<file path="config.mk">
export PLATFORM = sky130hd
export DESIGN_NAME = intr_entry_seq
export DESIGN_NICKNAME = d
export VERILOG_FILES = /design/src/rtl/intr_seq_pkg.sv /design/src/rtl/nmi_edge_latch.sv /design/src/rtl/ien_flag.sv /design/src/rtl/accept_arbiter.sv /design/src/rtl/entry_sequencer.sv /design/src/rtl/intr_entry_seq.sv
export SDC_FILE = /design/constraint.sdc
export NUM_CORES = 1
export LEC_CHECK = 0
export CAP_MARGIN = 25
export CORE_MARGIN = 2
export CORE_UTILIZATION = 41
export DETAILED_ROUTE_END_ITERATION = 16
export PLACE_DENSITY_LB_ADDON = 0.25
export SLEW_MARGIN = 15
export SYNTH_ARGS = -nofsm -noshare
export SYNTH_HDL_FRONTEND = slang
export SYNTH_SLANG_ARGS = --single-unit
</file>
<file path="constraint.sdc">
create_clock -name clk -period 2.73 [get_ports clk]
set_input_delay 0.4095 -clock clk [delete_from_list [all_inputs] [get_ports clk]]
set_output_delay 0.4095 -clock clk [all_outputs]
set_load 0.01 [all_outputs]
</file>
<file path="src/rtl/intr_seq_pkg.sv">
// Package: shared types for the interrupt entry sequencer.
// Assumes: one acceptance decision per boundary, evaluated only when the sequencer is idle.
package intr_seq_pkg;

    // Entry sequencer states
    typedef enum logic [2:0] {
        ST_IDLE   = 3'd0,
        ST_ACK    = 3'd1,
        ST_PFLAGS = 3'd2,
        ST_PCS    = 3'd3,
        ST_PIP    = 3'd4
    } seq_state_t;

    // Outcome of the acceptance decision at a boundary
    typedef enum logic [1:0] {
        ACC_NONE = 2'd0,
        ACC_MASK = 2'd1,
        ACC_NMI  = 2'd2
    } accept_kind_t;

endpackage

</file>
<file path="src/rtl/nmi_edge_latch.sv">
// Module: nmi_edge_latch
// Detects rising edges of the non-maskable request and holds one pending event
// until the acceptance logic takes it.
// Assumes: nmi_i is already synchronous to clk.
// A new edge in the same cycle as a take keeps the event pending.
module nmi_edge_latch (
    input  logic clk,
    input  logic rst_n,
    input  logic nmi_i,
    input  logic take_i,
    output logic pend_o
);

    logic nmi_q;
    logic rise;

    // Edge detection against the previous sample
    assign rise = nmi_i & ~nmi_q;

    // Register the previous sample of the request line
    always_ff @(posedge clk) begin
        if (!rst_n) nmi_q <= 1'b0;
        else        nmi_q <= nmi_i;
    end

    // Pending flag: set on an edge, cleared when taken; a set wins over a take
    always_ff @(posedge clk) begin
        if (!rst_n)      pend_o <= 1'b0;
        else if (rise)   pend_o <= 1'b1;
        else if (take_i) pend_o <= 1'b0;
    end

    // a non-maskable acceptance is only possible with an event pending
    p_take_needs_pend_r5: assert property (@(posedge clk) disable iff (!rst_n)
        take_i |-> pend_o);

    // a held level cannot re-arm the latch once taken
    p_no_rearm_r11: assert property (@(posedge clk) disable iff (!rst_n)
        (take_i && nmi_i && nmi_q) |=> !pend_o);

endmodule

</file>
<file path="src/rtl/ien_flag.sv">
// Module: ien_flag
// Holds the interrupt-enable flag. Priority from high to low: acceptance,
// clear command, set command.
// Assumes: the command pulses are one cycle wide.
module ien_flag (
    input  logic clk,
    input  logic rst_n,
    input  logic set_i,
    input  logic clr_i,
    input  logic accept_i,
    output logic ien_o
);

    // Flag update with acceptance and clear taking priority over set
    always_ff @(posedge clk) begin
        if (!rst_n)                  ien_o <= 1'b0;
        else if (accept_i || clr_i)  ien_o <= 1'b0;
        else if (set_i)              ien_o <= 1'b1;
    end

    // acceptance leaves the flag cleared on the next cycle
    p_accept_clears_r8: assert property (@(posedge clk) disable iff (!rst_n)
        accept_i |=> !ien_o);

    // the clear command wins over a simultaneous set
    p_clr_wins_r2: assert property (@(posedge clk) disable iff (!rst_n)
        clr_i |=> !ien_o);

    // a lone set command raises the flag
    p_set_raises_r2: assert property (@(posedge clk) disable iff (!rst_n)
        (set_i && !clr_i && !accept_i) |=> ien_o);

endmodule

</file>
<file path="src/rtl/accept_arbiter.sv">
// Module: accept_arbiter
// Combinational decision at an instruction boundary. The non-maskable event
// beats the maskable request. Nothing is taken under the stack-segment
// shadow or while an entry is running.
// Assumes: boundary_i is a single-cycle strobe.
module accept_arbiter
    import intr_seq_pkg::*;
(
    input  logic         boundary_i,
    input  logic         ss_load_i,
    input  logic         idle_i,
    input  logic         ien_i,
    input  logic         mreq_i,
    input  logic         nmi_pend_i,
    output accept_kind_t kind_o
);

    logic eligible;

    // A boundary counts only when idle and not shadowed
    assign eligible = boundary_i & idle_i & ~ss_load_i;

    // Priority selection between the two request sources
    always_comb begin
        kind_o = ACC_NONE;
        if (eligible) begin
            if (nmi_pend_i)          kind_o = ACC_NMI;
            else if (ien_i && mreq_i) kind_o = ACC_MASK;
        end
    end

endmodule

</file>
<file path="src/rtl/entry_sequencer.sv">
// Module: entry_sequencer
// Runs the entry: an optional acknowledge cycle that captures the vector,
// then three one-cycle push requests (flags, code segment, instruction pointer).
// Assumes: kind_i is non-NONE only while the sequencer is idle.
module entry_sequencer
    import intr_seq_pkg::*;
#(
    parameter int               VEC_W   = 8,
    parameter logic [VEC_W-1:0] NMI_VEC = 'h02
) (
    input  logic             clk,
    input  logic             rst_n,
    input  accept_kind_t     kind_i,
    input  logic [VEC_W-1:0] vec_data_i,
    output logic             ack_o,
    output logic             push_flags_o,
    output logic             push_cs_o,
    output logic             push_ip_o,
    output logic             busy_o,
    output logic [VEC_W-1:0] vec_o
);

    seq_state_t state;

    // State walk and vector capture
    always_ff @(posedge clk) begin
        if (!rst_n) begin
            state <= ST_IDLE;
            vec_o <= '0;
        end else begin
            unique case (state)
                ST_IDLE: begin
                    if (kind_i == ACC_NMI) begin
                        state <= ST_PFLAGS;
                        vec_o <= NMI_VEC;
                    end else if (kind_i == ACC_MASK) begin
                        state <= ST_ACK;
                    end
                end
                ST_ACK: begin
                    vec_o <= vec_data_i;
                    state <= ST_PFLAGS;
                end
                ST_PFLAGS: state <= ST_PCS;
                ST_PCS:    state <= ST_PIP;
                ST_PIP:    state <= ST_IDLE;
                default:   state <= ST_IDLE;
            endcase
        end
    end

    // Strobe decode from the current state
    always_comb begin
        ack_o        = (state == ST_ACK);
        push_flags_o = (state == ST_PFLAGS);
        push_cs_o    = (state == ST_PCS);
        push_ip_o    = (state == ST_PIP);
        busy_o       = (state != ST_IDLE);
    end

    // acknowledge is followed by the flags push
    p_ack_then_flags_r7: assert property (@(posedge clk) disable iff (!rst_n)
        ack_o |=> push_flags_o);
    // flags push then code segment push
    p_flags_then_cs_r7: assert property (@(posedge clk) disable iff (!rst_n)
        push_flags_o |=> push_cs_o);
    // code segment push then instruction pointer push
    p_cs_then_ip_r7: assert property (@(posedge clk) disable iff (!rst_n)
        push_cs_o |=> push_ip_o);
    // the sequence ends right after the last push
    p_ip_then_idle_r7: assert property (@(posedge clk) disable iff (!rst_n)
        push_ip_o |=> !busy_o);
    // at most one strobe per cycle
    p_one_strobe_r7: assert property (@(posedge clk) disable iff (!rst_n)
        $onehot0({ack_o, push_flags_o, push_cs_o, push_ip_o}));
    // the vector holds still across the later pushes
    p_vec_stable_r3: assert property (@(posedge clk) disable iff (!rst_n)
        (push_cs_o || push_ip_o) |-> $stable(vec_o));

endmodule

</file>
<file path="src/rtl/intr_entry_seq.sv">
// Module: intr_entry_seq (top)
// Interrupt acceptance at instruction boundaries plus the entry sequence.
// Ties together the non-maskable edge latch, the enable flag, the acceptance
// arbiter and the entry sequencer.
// Assumes: all inputs are synchronous to clk; boundary_i is a one-cycle strobe.
module intr_entry_seq
    import intr_seq_pkg::*;
#(
    parameter int               VEC_W   = 8,
    parameter logic [VEC_W-1:0] NMI_VEC = 'h02
) (
    input  logic             clk,
    input  logic             rst_n,
    input  logic             boundary_i,
    input  logic             ss_load_i,
    input  logic             ien_set_i,
    input  logic             ien_clr_i,
    input  logic             mreq_i,
    input  logic             nmi_i,
    input  logic [VEC_W-1:0] vec_data_i,
    output logic             ien_o,
    output logic             busy_o,
    output logic             ack_o,
    output logic [VEC_W-1:0] vec_o,
    output logic             push_flags_o,
    output logic             push_cs_o,
    output logic             push_ip_o
);

    accept_kind_t kind;
    logic         nmi_pend;
    logic         take_nmi;
    logic         accept;

    // Acceptance summaries used by the flag and the latch
    assign take_nmi = (kind == ACC_NMI);
    assign accept   = (kind != ACC_NONE);

    nmi_edge_latch u_nmi (
        .clk    (clk),
        .rst_n  (rst_n),
        .nmi_i  (nmi_i),
        .take_i (take_nmi),
        .pend_o (nmi_pend)
    );

    ien_flag u_ien (
        .clk      (clk),
        .rst_n    (rst_n),
        .set_i    (ien_set_i),
        .clr_i    (ien_clr_i),
        .accept_i (accept),
        .ien_o    (ien_o)
    );

    accept_arbiter u_arb (
        .boundary_i (boundary_i),
        .ss_load_i  (ss_load_i),
        .idle_i     (!busy_o),
        .ien_i      (ien_o),
        .mreq_i     (mreq_i),
        .nmi_pend_i (nmi_pend),
        .kind_o     (kind)
    );

    entry_sequencer #(
        .VEC_W   (VEC_W),
        .NMI_VEC (NMI_VEC)
    ) u_seq (
        .clk          (clk),
        .rst_n        (rst_n),
        .kind_i       (kind),
        .vec_data_i   (vec_data_i),
        .ack_o        (ack_o),
        .push_flags_o (push_flags_o),
        .push_cs_o    (push_cs_o),
        .push_ip_o    (push_ip_o),
        .busy_o       (busy_o),
        .vec_o        (vec_o)
    );

    // a shadowed boundary starts nothing
    p_shadow_blocks_r9: assert property (@(posedge clk) disable iff (!rst_n)
        (boundary_i && ss_load_i && !busy_o) |=> !busy_o);
    // masked with nothing non-maskable pending, no entry starts
    p_masked_r4: assert property (@(posedge clk) disable iff (!rst_n)
        (boundary_i && !busy_o && !ien_o && !nmi_pend) |=> !busy_o);
    // a pending non-maskable event goes straight to the flags push
    p_nmi_first_r6: assert property (@(posedge clk) disable iff (!rst_n)
        (boundary_i && !ss_load_i && !busy_o && nmi_pend) |=> (push_flags_o && vec_o == NMI_VEC));
    // an entry is not restarted by a boundary while it runs
    p_busy_ignores_r10: assert property (@(posedge clk) disable iff (!rst_n)
        (busy_o && !push_ip_o) |=> busy_o);

endmodule

</file>
==> flow_summary_export.csv, run 1 <==
group,metric,value,unit
floorplan,fp.dieH,42.8,um
sta,relSlewSlack,72.8,%
final_layout,layout.nets,114,
power,swShare,24.8,%
placement,numPortBuffers,29,
final_layout,design_area,942,um2
floorplan,row_count,14,
synthesis,synth-compound-area-share,25.7,%
synthesis,ys_seq_area_share,45.3,%
floorplan,ios,30,
placement,hpwl,1030,um
cts,clk_latency,280,ps
synthesis,synth_commonest_cells,"dfxtp_1 (14), a21boi_1 (7), a22oi_1 (7), nand3_1 (7), nor2_1 (5)",
routing,first_iter_violations,4,
setup_path,r2r_end,"u_ien.ien_o",
global_route,grt_pass1_wl,2210,um
routing,post_drt_wl_per_cell,12.1,um
synthesis,ys_async_sr_fraction,0,%
setup_path,required,2320,ps
floorplan,die_x,42.8,um
floorplan,core,1450,um2
setup_path,crit_chain,"nor3b_4 -> clkdlybuf4s50_1",
synthesis,synth_edf_count,0,
power,seqPwrFrac,53.0,%
synthesis,yosysMostFrequentCell,"dfxtp_1",
synthesis,synthXorXnorAreaFrac,0,%
routing,viasPerCell,5.37,
sta,drv_slew,0,
power,power.density,448,nW/um2
synthesis,synthCells,66,
global_route,antenna_found_initial,0,
synthesis,yosysUniqueCellTypes,24,
setup_path,setup.worst_path.start,"u_seq.state[0]",
flow_run,cap_violations,0,
setup_path,crit_type,"register to output pin",
setup_path,endpoint,"ack_o",
sta,period_share,78.6,%
power,power_frac_comb,20.2,%
power,power_leakage,0.330,nW
power,p_int,0.000317,W
power,switchingPower,0.000105,W
placement,finalWeightedCongestion,0.724,
sta,min_period,2150,ps
synthesis,synth_top_cell_area_share,45.3,%
placement,place_area,920,um2
synthesis,yosys.area_share.simple,25.1,%
hold_path,holdCritPathClass,"register to register",
routing,drc,0,
cts,cts_resized,0,
cts,clockBufferDepth,2,
sta,fin_skew,1.92,ps
cts,clk_pin_slew,70,ps
synthesis,synth_fa_ha_area_share,0,%
synthesis,synthesis.nets,82,
cts,postCtsHoldBufs,0,
setup_path,end_kind,"output pin",
setup_path,crit_fanout,9,
floorplan,initial_core_util,42.5,%
sta,setup_ws,583,ps
setup_path,reg2reg_slack,1490,ps
sta,rsz0062_at_grt,"no",
setup_path,r2r_cells,3,
final_layout,diodes,0,
cts,cts_inserted_buffers,3,
global_route,grt_max_degree,13,
floorplan,dieArea,1830,um2
routing,antenna_left,0,
setup_path,startpoint_type,"register",
final_layout,n_fill_cell,129,
synthesis,syn_avg_cell_area,9.37,um2
sta,fin_tns_setup,0,ps
synthesis,synthMuxAreaShare,0,%
global_route,grt_pass1_vias,544,
cts,cts_tree,"done",
synthesis,ys.flop_type,"dfxtp_1",
power,peakVddDrop,0.381,mV
placement,pre_cts_slack,878,ps
cts,clock_sinks,14,
setup_path,slowest_delay,610,ps
final_layout,layout-drive-gt1-share,7.29,%
global_route,grt_usage,16.3,%
sta,max_freq,466,MHz
synthesis,synth_warnings,0,
synthesis,ys_seq_elements,14,
power,p_clk_share,26.8,%
synthesis,synth_top_family_by_area,"compound AO/OA/AOI/OAI gates",
setup_path,regToRegStartpoint,"u_seq.state[0]",
cts,cts_setup_buffers,0,
cts,clock-root-buffer,"clkbuf_4",
setup_path,arrival,1740,ps
routing,vias,601,
status,status,"finished, final reports clean",
setup_path,cpMaxStageDelayCell,"clkdlybuf4s50_1",
sta,worst_pin_slew,407,ps
sta,finalSetupViolCount,0,
routing,drt_first_pass_iters,4,
global_route,gr-total-overflow,0,
final_layout,areaGrowthSynthToFinish,52.4,%
synthesis,synth_area_leaders,"dfxtp_1 (45%), a21boi_1 (8.5%), a22oi_1 (8.5%)",
synthesis,synth_area,618,um2
cts,htreeDepth,1,
final_layout,fin_util,64.8,%
synthesis,synth_top_cell_by_area,"dfxtp_1",
sta,hold_violations,0,
routing,wirelength,1350,um
-- per-layer routing --
metal  part of all wire (%)  GRT usage, %
met1                     42          17.3
met2                     48          27.6
met3                    8.7          6.81
met4                    1.7          7.50
met5                      0             0
-- flip-flops by register name, indices dropped and copies added, names as in the netlist --
signal / count
u_nmi.pend_o: 1
u_seq.vec_o: 8
u_ien.ien_o: 1
u_nmi.nmi_q: 1
u_seq.state: 3
-- placed cells by master (no fill, tap or decap) --
cell             synthesis  layout
dfxtp_1                 14      14
or3_4                    1       1
nor4b_1                  2       2
nor2_1                   5       5
nand3_1                  7       7
nor3b_1                  1       1
nand2_1                  2       2
and2_1                   1       1
a21oi_1                  3       3
a31oi_1                  1       1
o21ai_1                  1       1
o221a_1                  1       1
clkdlybuf4s50_1          0      29
a21boi_1                 7       7
inv_1                    3       3
nor3b_4                  1       1
inv_2                    1       1
nor4_1                   1       1
clkbuf_4                 0       3
a22oi_1                  7       7
nand3b_1                 1       1
or2_1                    1       1
nand2b_1                 2       2
o311ai_2                 1       1
-- critical path, delay by kind of cell (launching register included) --
| kind | cells | cell delay, ps |
|---|---|---|
| AND/OR/NAND/NOR | 1 | 410 |
| flip-flops | 1 | 440 |
| buffers and inverters | 1 | 610 |
-- final cells by class --
cell class,instances,area [um2],share of cell area (%)
Timing Repair Buffer,29,290,30.8
Tap cell,16,20.0,2.12
Multi-Input combinational cell,46,314,33.3
Clock buffer,3,22.5,2.39
Inverter,4,15.0,1.59
Sequential cell,14,280,29.7
-- metrics by stage --
stage	power, W	hold WS, ps	cells
2_1_floorplan	0.000266	389	66
3_3_place_gp	0.000314	394	109
3_5_place_dp	0.000314	404	109
4_1_cts	0.000429	416	112
5_1_grt	0.000446	431	112
6_report	0.000422	412	112
-- power groups by stage --
stage	Clock [W]	Combinational [W]	Sequential (W)
after global placement	0	0.0000857	0.000228
final	0.000113	0.0000852	0.000224
after CTS	0.000119	0.0000863	0.000224
after global routing	0.000127	0.0000926	0.000226
after floorplan	0	0.0000365	0.000230
after detailed placement	0	0.0000856	0.000229
-- worst min path at each step --
stage,from,endpoint,slack [ps],cells after the start
4_1_cts,u_nmi.nmi_q,u_nmi.pend_o,420,1
6_report,u_nmi.nmi_q,u_nmi.pend_o,410,1
3_5_place_dp,u_nmi.nmi_q,u_nmi.pend_o,400,1
3_3_place_gp,u_nmi.nmi_q,u_nmi.pend_o,390,1
5_1_grt,u_nmi.nmi_q,u_nmi.pend_o,430,1
2_1_floorplan,u_nmi.nmi_q,u_nmi.pend_o,390,1
-- logic make-up after synthesis --
family                 Yosys count
AND/OR/NAND/NOR                 25
flip-flops                      14
buffers and inverters            6
AO/OA/AOI/OAI                   21
(Power assumes the default switching activity.)
==> run 2: changes to the inputs <==
--- a/config.mk
+++ b/config.mk
@@ -7,7 +7,7 @@
 export LEC_CHECK = 0
 export CAP_MARGIN = 25
 export CORE_MARGIN = 2
-export CORE_UTILIZATION = 41
+export CORE_UTILIZATION = 38
 export DETAILED_ROUTE_END_ITERATION = 16
 export PLACE_DENSITY_LB_ADDON = 0.25
 export SLEW_MARGIN = 15
==> constraint.sdc (replaced) <==
create_clock -name clk -period 2.1 [get_ports clk]
set_input_delay 0.315 -clock clk [delete_from_list [all_inputs] [get_ports clk]]
set_output_delay 0.315 -clock clk [all_outputs]
set_load 0.01 [all_outputs]
==> run 2 against run 1 <==
Worst setup slack got worse by 380 ps. Sequential share of layout area fell by 0.24 points. Clock power rose by 27%. Critical endpoint is now push_flags_o. Largest cell class unchanged. Sequential power rose by 30%. Largest power group unchanged.
==> flow_summary_export.csv, run 2 (same netlist as run 1, synthesis figures left out) <==
group,metric,value,unit
final_layout,areaGrowthSynthToFinish,53.6,%
sta,period_share,90.3,%
routing,post_drt_wl_per_cell,12.5,um
power,power_leakage,0.335,nW
cts,clock-root-buffer,"clkbuf_4",
sta,worst_pin_slew,405,ps
cts,htreeDepth,1,
placement,numPortBuffers,29,
routing,first_iter_violations,20,
final_layout,layout_common_cells,"clkdlybuf4s50_1 (29), dfxtp_1 (14), nand3_1 (7), a22oi_1 (7), a21boi_1 (7)",
global_route,grt_max_degree,13,
global_route,grt_pass1_vias,560,
setup_path,r2r_cells,3,
sta,drv_slew,0,
cts,postCtsHoldBufs,0,
final_layout,diodes,0,
final_layout,multiInputGateArea,314,um2
floorplan,fp.dieH,44.3,um
setup_path,startpoint_type,"register",
floorplan,core,1520,um2
setup_path,required,1780,ps
status,status,"finished, final reports clean",
final_layout,final_common_cell,"clkdlybuf4s50_1",
setup_path,arrival,1580,ps
sta,rsz0062_at_grt,"no",
global_route,gr-total-overflow,0,
cts,cts_tree,"done",
setup_path,end_kind,"output pin",
cts,cts_setup_buffers,0,
routing,drt_first_pass_iters,4,
setup_path,slowest_delay,590,ps
final_layout,layout-drive-gt1-share,8.25,%
cts,clock_sinks,14,
setup_path,setup.worst_path.start,"u_seq.state[1]",
final_layout,reg.largest.list,"u_seq.vec_o (8), u_seq.state (3)",
routing,antenna_left,0,
sta,min_period,1900,ps
setup_path,cpMaxStageDelayCell,"clkdlybuf4s50_1",
final_layout,n_fill_cell,154,
placement,hpwl,1050,um
sta,setup_ws,203,ps
routing,drc,0,
hold_path,whs_path_depth,1,
hold_path,holdPathEnd,"u_nmi.pend_o",
routing,viasPerCell,5.28,
final_layout,regArea,280,um2
setup_path,crit_fanout,6,
flow_run,cap_violations,0,
placement,finalWeightedCongestion,0.727,
final_layout,top_register,"u_seq.vec_o",
sta,fin_tns_setup,0,ps
hold_path,hp-start,"u_nmi.nmi_q",
sta,finalSetupViolCount,0,
floorplan,die_x,44.3,um
setup_path,r2r_end,"u_ien.ien_o",
sta,relSlewSlack,72.9,%
cts,clk_latency,270,ps
routing,vias,597,
setup_path,reg2reg_slack,870,ps
sta,hold_violations,0,
floorplan,dieArea,1970,um2
global_route,grt_usage,16.0,%
setup_path,crit_type,"register to output pin",
final_layout,layout.nets,115,
global_route,grt_pass1_wl,2350,um
sta,fin_skew,5.20,ps
floorplan,ios,30,
placement,pre_cts_slack,438,ps
routing,wirelength,1420,um
floorplan,initial_core_util,40.6,%
power,peakVddDrop,0.338,mV
setup_path,crit_chain,"nor3b_1 -> clkdlybuf4s50_1",
floorplan,row_count,14,
setup_path,regToRegStartpoint,"u_seq.state[0]",
cts,clockBufferDepth,2,
power,power.density,576,nW/um2
final_layout,largest_reg_flops,8,
cts,cts_resized,0,
global_route,antenna_found_initial,0,
sta,max_freq,527,MHz
hold_path,holdCritPathClass,"register to register",
cts,clk_pin_slew,80,ps
cts,cts_inserted_buffers,3,
## run 2: cell count changes in the layout (fill, tap and decap cells not counted), sizes merged
cell  before  now
buf        0    1
## run 2: area by class of cell
cell class	count	area share, %
Clock buffer	3	2.37
Inverter	4	1.58
Multi-Input combinational cell	46	33.1
Sequential cell	14	29.5
Tap cell	16	2.11
Timing Repair Buffer	30	31.4
## run 2: power breakdown
part | leakage, nW | internal (W) | total (W) | switching, W
registers | 0.114 | 0.000279 | 0.000291 | 0.0000125
clock network | 0.0138 | 0.0000662 | 0.000143 | 0.0000764
logic | 0.208 | 0.0000688 | 0.000113 | 0.0000445
## run 2: worst max-delay path by stage
stage	to	slack, ps	cells past startpoint
after CTS	push_flags_o	200	2
after global routing	push_flags_o	90	2
after detailed placement	u_seq.vec_o[1]	440	4
final	push_flags_o	200	2
after floorplan	u_ien.ien_o	930	3
after global placement	u_seq.vec_o[1]	480	4
## run 2: metal layers
layer / up-vias / track usage (%) / routed length (um)
li1: 307 / - / -
met1: 266 / 20.3 / 658
met2: 22 / 26.5 / 644
met3: 2 / 2.86 / 98
met4: 0 / 7.27 / 13
met5: - / 0 / 0
## run 2: worst max-delay path: cells and delay by family (launching register included)
family,cells,cell delay (ps)
simple gates,1,270
flops,1,450
buf+inv,1,590
## run 2: stage by stage
| step | cells | power [W] | util, % | area (um2) | hold WS, ps |
|---|---|---|---|---|---|
| floorplan | 66 | 0.000346 | - | 618 | 389 |
| global placement | 110 | 0.000410 | 60.8 | 927 | 396 |
| detailed placement | 110 | 0.000411 | 60.8 | 927 | 402 |
| CTS | 113 | 0.000554 | 62.3 | 950 | 413 |
| global route | 113 | 0.000576 | 62.3 | 950 | 418 |
| finish | 113 | 0.000547 | 62.3 | 950 | 408 |
==> run 3: changes to the inputs <==
--- a/config.mk
+++ b/config.mk
@@ -9,6 +9,7 @@
 export CORE_MARGIN = 2
 export CORE_UTILIZATION = 38
 export DETAILED_ROUTE_END_ITERATION = 16
+export GPL_TIMING_DRIVEN = 0
 export PLACE_DENSITY_LB_ADDON = 0.25
 export SLEW_MARGIN = 15
 export SYNTH_ARGS = -nofsm -noshare
==> run 3 against run 2 <==
Flip-flop and latch count stayed put. Utilization is 1.5 points higher. Combinational power about the same. Critical path depth unchanged. Clock skew is 0.99 ps lower. Register-to-register slack is essentially flat. Non-clock buffer count grew 2. Global-route usage is 0.16 points higher. Power rose by 8.9%.
==> flow_summary_export.csv, run 3 (same netlist as run 1, synthesis figures left out) <==
group,metric,value,unit
status,status,"finished, final reports clean",
floorplan,die_x,44.3,um
sta,fin_hold_ws,412,ps
setup_path,end_kind,"output pin",
routing,wirelength,1400,um
cts,clk_pin_slew,90,ps
cts,htreeDepth,1,
routing,vias,628,
sta,worst_pin_slew,425,ps
placement,numPortBuffers,29,
final_layout,diodes,0,
final_layout,largest_reg_flops,8,
routing,first_iter_violations,10,
flow_run,cap_violations,0,
power,seqPwrFrac,48.8,%
final_layout,design_area,972,um2
global_route,gr-total-overflow,0,
placement,place_area,928,um2
routing,viasPerCell,5.41,
final_layout,multiInputGateArea,314,um2
sta,fin_tns_setup,0,ps
final_layout,top_register,"u_seq.vec_o",
floorplan,row_count,14,
final_layout,layout.nets,117,
sta,drv_slew,0,
sta,fin_skew,4.21,ps
global_route,grt_max_degree,11,
cts,clk_latency,270,ps
final_layout,fin_util,63.8,%
global_route,grt_pass1_wl,2330,um
power,power.density,613,nW/um2
cts,clock-root-buffer,"clkbuf_4",
cts,clock_sinks,14,
floorplan,fp.dieH,44.3,um
power,switchingPower,0.000142,W
final_layout,regArea,280,um2
global_route,grt-busiest-layer,"met2",
setup_path,reg2reg_slack,860,ps
global_route,met2_usage,25.3,%
floorplan,initial_core_util,40.6,%
sta,rsz0062_at_grt,"no",
routing,post_drt_wl_per_cell,12.1,um
placement,post-place-cells,111,
power,p_int,0.000454,W
setup_path,r2r_cells,4,
cts,postCtsHoldBufs,0,
sta,min_period,1920,ps
power,p_clk_share,31.9,%
routing,drc,0,
setup_path,crit_fanout,6,
setup_path,startpoint_type,"register",
power,power_frac_comb,19.3,%
hold_path,whs_path_depth,1,
setup_path,required,1780,ps
power,power_leakage,0.349,nW
final_layout,final_common_cell,"clkdlybuf4s50_1",
floorplan,ios,30,
global_route,grtUsageMet1,21.2,%
floorplan,core,1520,um2
power,peakVddDrop,0.298,mV
global_route,antenna_found_initial,0,
global_route,grt_pass1_vias,559,
final_layout,layout_common_cells,"clkdlybuf4s50_1 (29), dfxtp_1 (14), nand3_1 (7), a22oi_1 (7), a21boi_1 (7)",
hold_path,holdCritPathClass,"register to register",
cts,clockBufferDepth,2,
sta,period_share,91.6,%
global_route,grt_usage,16.2,%
power,swShare,23.8,%
sta,max_freq,520,MHz
final_layout,n_fill_cell,144,
placement,finalWeightedCongestion,0.711,
cts,cts_inserted_buffers,3,
sta,hold_violations,0,
routing,drt_first_pass_iters,4,
final_layout,reg.largest.list,"u_seq.vec_o (8), u_seq.state (3)",
final_layout,fin_cells,116,
routing,antenna_left,0,
setup_path,crit_type,"register to output pin",
sta,relSlewSlack,71.7,%
global_route,met3_usage,3.67,%
cts,cts_tree,"done",
final_layout,areaGrowthSynthToFinish,57.3,%
placement,hpwl,1020,um
sta,finalSetupViolCount,0,
floorplan,dieArea,1970,um2
final_layout,layout-drive-gt1-share,10.0,%
setup_path,arrival,1610,ps
[run 3: cell count changes in the layout (fill, tap and decap cells not counted), sizes merged]
cell / previous run / this run
clkbuf: 3 / 5
buf: 1 / 2
[run 3: timing repair]
item / 4_1_cts / 5_1_grt
resized for setup: 0 / 0
setup endpoints to repair: 1 / 0
buffers inserted: 1 / 0
[run 3: layer usage]
layer / share of wire (%) / vias to the layer above
met5: 0 / -
met4: 0.93 / 0
met3: 5.3 / 2
met2: 46 / 24
met1: 48 / 291
li1: - / 311
[run 3: power groups by stage]
stage,registers (W),clock network (W),logic [W]
final,0.000291,0.000190,0.000115
after global routing,0.000294,0.000213,0.000125
after CTS,0.000291,0.000195,0.000117
after detailed placement,0.000297,0,0.000114
after global placement,0.000297,0,0.000113
after floorplan,0.000299,0,0.0000475
[run 3: worst paths after layout]
check,startpoint,endpoint
worst min-delay path,u_nmi.nmi_q,u_nmi.pend_o
worst max register to register,u_seq.state[0],u_seq.vec_o[1]
worst max-delay path,u_seq.state[1],push_flags_o
worst min register to register,u_nmi.nmi_q,u_nmi.pend_o
[run 3: final cells by class]
cell class,instances,area share (%)
multi-input combinational,46,32.3
tap,16,2.06
sequential,14,28.8
timing repair buffer,30,30.6
buffer,2,0.901
inverter,4,1.54
clock buffer,4,3.73
[run 3: worst max-delay path: stages, from the launching register on]
cell and delay, ps:
dfxtp_1 460, nor3b_1 280, clkdlybuf4s50_1 590
[run 3: metrics by stage]
stage                     setup slack (ps)  power, W
after floorplan                        929  0.000346
after global placement                 322  0.000410
after detailed placement               301  0.000412
after CTS                              171  0.000603
after global routing                  80.7  0.000632
final                                  176  0.000596
